`src/rtl/ts_chk_pkg.sv`:
```
package ts_chk_pkg;
  localparam logic [7:0] SYNC_BYTE = 8'h47;

  typedef enum logic [1:0] {
    ST_HUNT    = 2'd0,
    ST_CAPTURE = 2'd1,
    ST_VERIFY  = 2'd2,
    ST_LOCKED  = 2'd3
  } chkState_t;

  typedef struct packed {
    logic wrRef;      // store current byte into reference
    logic countEn;    // accumulate bits and errors for current byte
    logic resyncInc;  // lock lost on this byte
    logic clr;        // clear counters
  } chkStrobe_t;
endpackage

```
`src/rtl/ts_chk_ctrl.sv`:
```
module ts_chk_ctrl
  import ts_chk_pkg::*;
#(
  parameter int LEN_SHORT   = 188,
  parameter int LEN_LONG    = 204,
  parameter int VERIFY_PKTS = 2,
  parameter int MISS_LIMIT  = 3,
  localparam int MAX_LEN    = (LEN_LONG > LEN_SHORT) ? LEN_LONG : LEN_SHORT,
  localparam int OFF_W      = $clog2(MAX_LEN),
  localparam int PASS_W     = $clog2(VERIFY_PKTS + 1),
  localparam int MISS_W     = $clog2(MISS_LIMIT + 1)
) (
  input  logic             clk,
  input  logic             rstN,
  input  logic             byteEn,
  input  logic [7:0]       dataIn,
  input  logic             lenSel,
  input  logic             clearCnt,
  input  logic             mismatch,
  output chkStrobe_t       strobe,
  output logic [OFF_W-1:0] refIdx,
  output logic             locked
);
  chkState_t         state;
  logic [OFF_W-1:0]  offset;
  logic              lenLong;
  logic [PASS_W-1:0] passCnt;
  logic [MISS_W-1:0] missCnt;
  logic [OFF_W-1:0]  lastIdx;
  logic              isSync;
  logic              atLast;
  logic              missFinal;

  assign lastIdx   = lenLong ? OFF_W'(LEN_LONG - 1) : OFF_W'(LEN_SHORT - 1);
  assign isSync    = (dataIn == SYNC_BYTE);
  assign atLast    = (offset == lastIdx);
  assign missFinal = (offset == '0) && !isSync && (missCnt == MISS_W'(MISS_LIMIT - 1));
  assign locked    = (state == ST_LOCKED);

  always_comb begin
    strobe     = '0;
    strobe.clr = clearCnt;
    refIdx     = offset;
    unique case (state)
      ST_HUNT: begin
        refIdx       = '0;
        strobe.wrRef = byteEn && isSync;
      end
      ST_CAPTURE: strobe.wrRef = byteEn;
      ST_VERIFY:  ;
      ST_LOCKED: begin
        strobe.countEn   = byteEn;
        strobe.resyncInc = byteEn && missFinal;
      end
      default: ;
    endcase
  end

  always_ff @(posedge clk) begin
    if (!rstN) begin
      state   <= ST_HUNT;
      offset  <= '0;
      lenLong <= 1'b0;
      passCnt <= '0;
      missCnt <= '0;
    end else if (byteEn) begin
      unique case (state)
        ST_HUNT: begin
          if (isSync) begin
            lenLong <= lenSel;
            offset  <= OFF_W'(1);
            state   <= ST_CAPTURE;
          end
        end
        ST_CAPTURE: begin
          if (atLast) begin
            offset  <= '0;
            passCnt <= '0;
            state   <= ST_VERIFY;
          end else begin
            offset <= offset + OFF_W'(1);
          end
        end
        ST_VERIFY: begin
          if (mismatch) begin
            offset <= '0;
            state  <= ST_HUNT;
          end else if (atLast) begin
            offset <= '0;
            if (passCnt == PASS_W'(VERIFY_PKTS - 1)) begin
              missCnt <= '0;
              state   <= ST_LOCKED;
            end else begin
              passCnt <= passCnt + PASS_W'(1);
            end
          end else begin
            offset <= offset + OFF_W'(1);
          end
        end
        ST_LOCKED: begin
          offset <= atLast ? '0 : offset + OFF_W'(1);
          if (offset == '0) begin
            if (isSync) begin
              missCnt <= '0;
            end else if (missFinal) begin
              offset <= '0;
              state  <= ST_HUNT;
            end else begin
              missCnt <= missCnt + MISS_W'(1);
            end
          end
        end
        default: state <= ST_HUNT;
      endcase
    end
  end
endmodule

```
`config.mk`:
```
export PLATFORM = sky130hd
export DESIGN_NAME = ts_chk_ctrl
export DESIGN_NICKNAME = d
export VERILOG_FILES = /design/src/rtl/ts_chk_pkg.sv /design/src/rtl/ts_chk_ctrl.sv
export SDC_FILE = /design/constraint.sdc
export NUM_CORES = 1
export LEC_CHECK = 0
export ABC_CLOCK_PERIOD_IN_PS = 3150
export BUFFER_PORTS_ARGS = -buffer_cell sky130_fd_sc_hd__buf_2
export CAP_MARGIN = 20
export CORE_UTILIZATION = 45
export CTS_CLUSTER_DIAMETER = 60
export CTS_CLUSTER_SIZE = 30
export DETAILED_ROUTE_END_ITERATION = 6
export HOLD_SLACK_MARGIN = 0.08
export PLACE_DENSITY = 0.69
export SLEW_MARGIN = 10
export SYNTH_ARGS = -nofsm -noshare
export SYNTH_HDL_FRONTEND = slang
export SYNTH_SLANG_ARGS = --single-unit
export TNS_END_PERCENT = 5
```
`constraint.sdc`:
```
create_clock -name clk -period 3.15 [get_ports clk]
set_input_delay 0 -clock clk [delete_from_list [all_inputs] [get_ports clk]]
set_output_delay 0 -clock clk [all_outputs]
set_load 0.005 [all_outputs]
```
==> qor.txt <==
Global-route wire length before repair: 4333 um
Pre-antenna DRT Iters: 4
Fin crit share: 0.6281
Slowest CP cell: dfxtp_1
Worst-margin pin slew: 0.5992 ns
Max Clk Rate: 0.5055 GHz
CTS sink cnt: 15
Die ar.: 2669 um2
Final worst setup slack: 1.172 ns
Seq/Total Area, Yosys: 0.2706
Critical Path RT: 3.37 ns
Synthesized flop and latch total: 15
Antenna violations before repair: 0
Layout Cells excl Fill: 188
DR WL/cell: 13.81 um
Synthesized area per cell: 8.101 um2
Syn nets: 155
Post-CTS setup buffer count: 0
Clock Path Buffers: 2
RSZ-0062 raised after global routing: no
FF-to-FF path depth: 5
Hold Fails Final Rpt: 0
Pin count of the biggest net entering global routing: 21
RD Place Congestion: 0.8237
Most used DFF post-synth: dfxtp_1
Overall Power: 326.5 uW
Crit Path Max Fanout: 10
Critical Path Source Type: flip-flop
H-tree depth: 1
Cts bufs inserted: 3
Worst setup endpoint: missCnt[0]
Worst Hold Class: in2reg
I/O Buffers: 24
Total leakage power: 0.4923 nW
CP arrival: 2.20 ns
Rows: 17
Io pins: 27
Most common cell after layout, fill and taps aside: buf_2
Core ar.: 2276 um2
Via count: 1090
Ys async rst share: 0
Clock transition at the registers of the reported paths: 0.09 ns
PwrDens: 257.6 nW/um2
CTS Root Cell: clkbuf_4
Status: completed
Setup Viol. Count Final: 0
Vias per std cell: 5.798
Post-detail-place hpwl: 1857 um
EDFF count, synth: 0
Share of layout cells above drive strength 1: 0.2313
DR iter-0 viols: 27
Flop-to-flop setup slack: 1.17 ns
Final Net Count: 179
Fin Clk Skew: 0.004737 ns
Ys Warns: 0
Pre-CTS setup slack: 1.211 ns
Vias in the first global route: 939
Most frequent cells in the layout: buf_2, dfxtp_1, nor2_1, nand2_1
Starting density of the core: 0.4876
TritonCTS clock tree: yes
Crit path largest cell delay: 0.54 ns
Total gr overflow: 0
Area Overhead vs Synth: 14.21%
Fin Hold WS: 0.1687 ns
Detail Route Antenna Nets: 0
Inst Count DP: 181
Clock Latency Late Sink: 0.29 ns
Worst R2R End: missCnt[0]
Die W: 51.66 um
Diodes inserted: 0
Residual DRC count: 0
Worst relative slew slack: 0.5978
Critical R2R Launch: offset[5]
Multi-input logic area: 725.7 um2
Crit path from: offset[5]
MaxCap Viol Count: 0
Total GRT Usage: 0.2179
Slew Viols, Final: 0
Die height: 51.66 um
Critical path class: reg2reg
Storage element area: 300.3 um2
Fillers: 235
Minimum clock period: 1.978 ns
Cell Chain, Critical Path: nor4bb_1, o21a_1, a32oi_1, or4_1, a21oi_1
Gate Count Post-Synth: 137
Crit end category: flip-flop
Mapped cell area: 1110 um2
Peak supply drop: 0.0002347 V
Count of cell types in the netlist: 49
Setup_tns: 0 ns
Final wirelength: 2597 um
-- cells by family (layout without fill, tap and decap cells) --
family | count (synthesis) | after routing | share of synthesized area
fa+ha+maj | 4 | 4 | 0.04510
flops | 15 | 15 | 0.2706
mux | 4 | 4 | 0.03608
buf+inv | 15 | 38 | 0.07553
simple gates | 65 | 65 | 0.3472
compound gates | 34 | 34 | 0.2255
-- area by class of cell --
cell class / count / share of cell area
timing repair buffer: 28 / 0.1244
tap: 28 / 0.02764
inverter: 6 / 0.01777
sequential: 15 / 0.2369
multi-input combinational: 107 / 0.5726
clock buffer: 4 / 0.02073
-- Yosys cell counts (3+ instances only) --
library cell,number,area share
o21ai_0,6,0.027
a31oi_1,5,0.028
nand2_1,12,0.041
nor2_1,12,0.041
ha_1,4,0.045
nand3_1,6,0.027
clkbuf_1,3,0.010
inv_1,5,0.017
a21oi_1,6,0.027
dfxtp_1,15,0.27
and3_1,5,0.028
nor2b_1,6,0.034
nand2b_1,3,0.017
mux2i_1,4,0.036
-- routing by layer --
layer	vias up	routed length, um	track usage
met2	35	1126	0.3247
met5	-	0	0
met1	494	1315	0.3066
met3	5	132	0.06140
li1	556	-	-
met4	0	23	0.05405
-- registers in the layout, summed over array words and instances, names as in the netlist --
signal   count
lenLong      1
offset       8
missCnt      2
passCnt      2
state        2
-- where the power goes --
group / internal, mW / leakage [nW] / switching [mW]
registers: 0.190 / 0.121 / 0.000143
logic: 0.0108 / 0.357 / 0.0128
clock network: 0.0493 / 0.0150 / 0.0639
-- worst min path at each step --
stage	end	cells past startpoint	startpoint	slack (ns)
floorplan	strobe[0]	1	clearCnt	0.08
global placement	strobe[0]	0	clearCnt	0.00006
detailed placement	strobe[0]	0	clearCnt	0.00006
CTS	offset[6]	3	byteEn	0.15
global route	state[1]	5	mismatch	0.17
finish	state[1]	5	mismatch	0.17
-- stage by stage --
stage	instance area (um2)	util
detailed placement	1211	0.5322
finish	1267	0.5569
global route	1267	0.5569
global placement	1211	0.5322
floorplan	1110	-
CTS	1267	0.5569
-- worst max-delay path, delay by kind of cell (launching register included) --
| family | cells | cell delay, ns |
|---|---|---|
| compound gates | 3 | 0.58 |
| flops | 1 | 0.54 |
| simple gates | 2 | 0.78 |
-- repair_timing --
| action | CTS | global route |
|---|---|---|
| hold endpoints to repair | 4 | 0 |
| resized for setup | 0 | 0 |
| hold buffers | 3 | 0 |
Note: power is estimated with default switching activity, not from simulation.
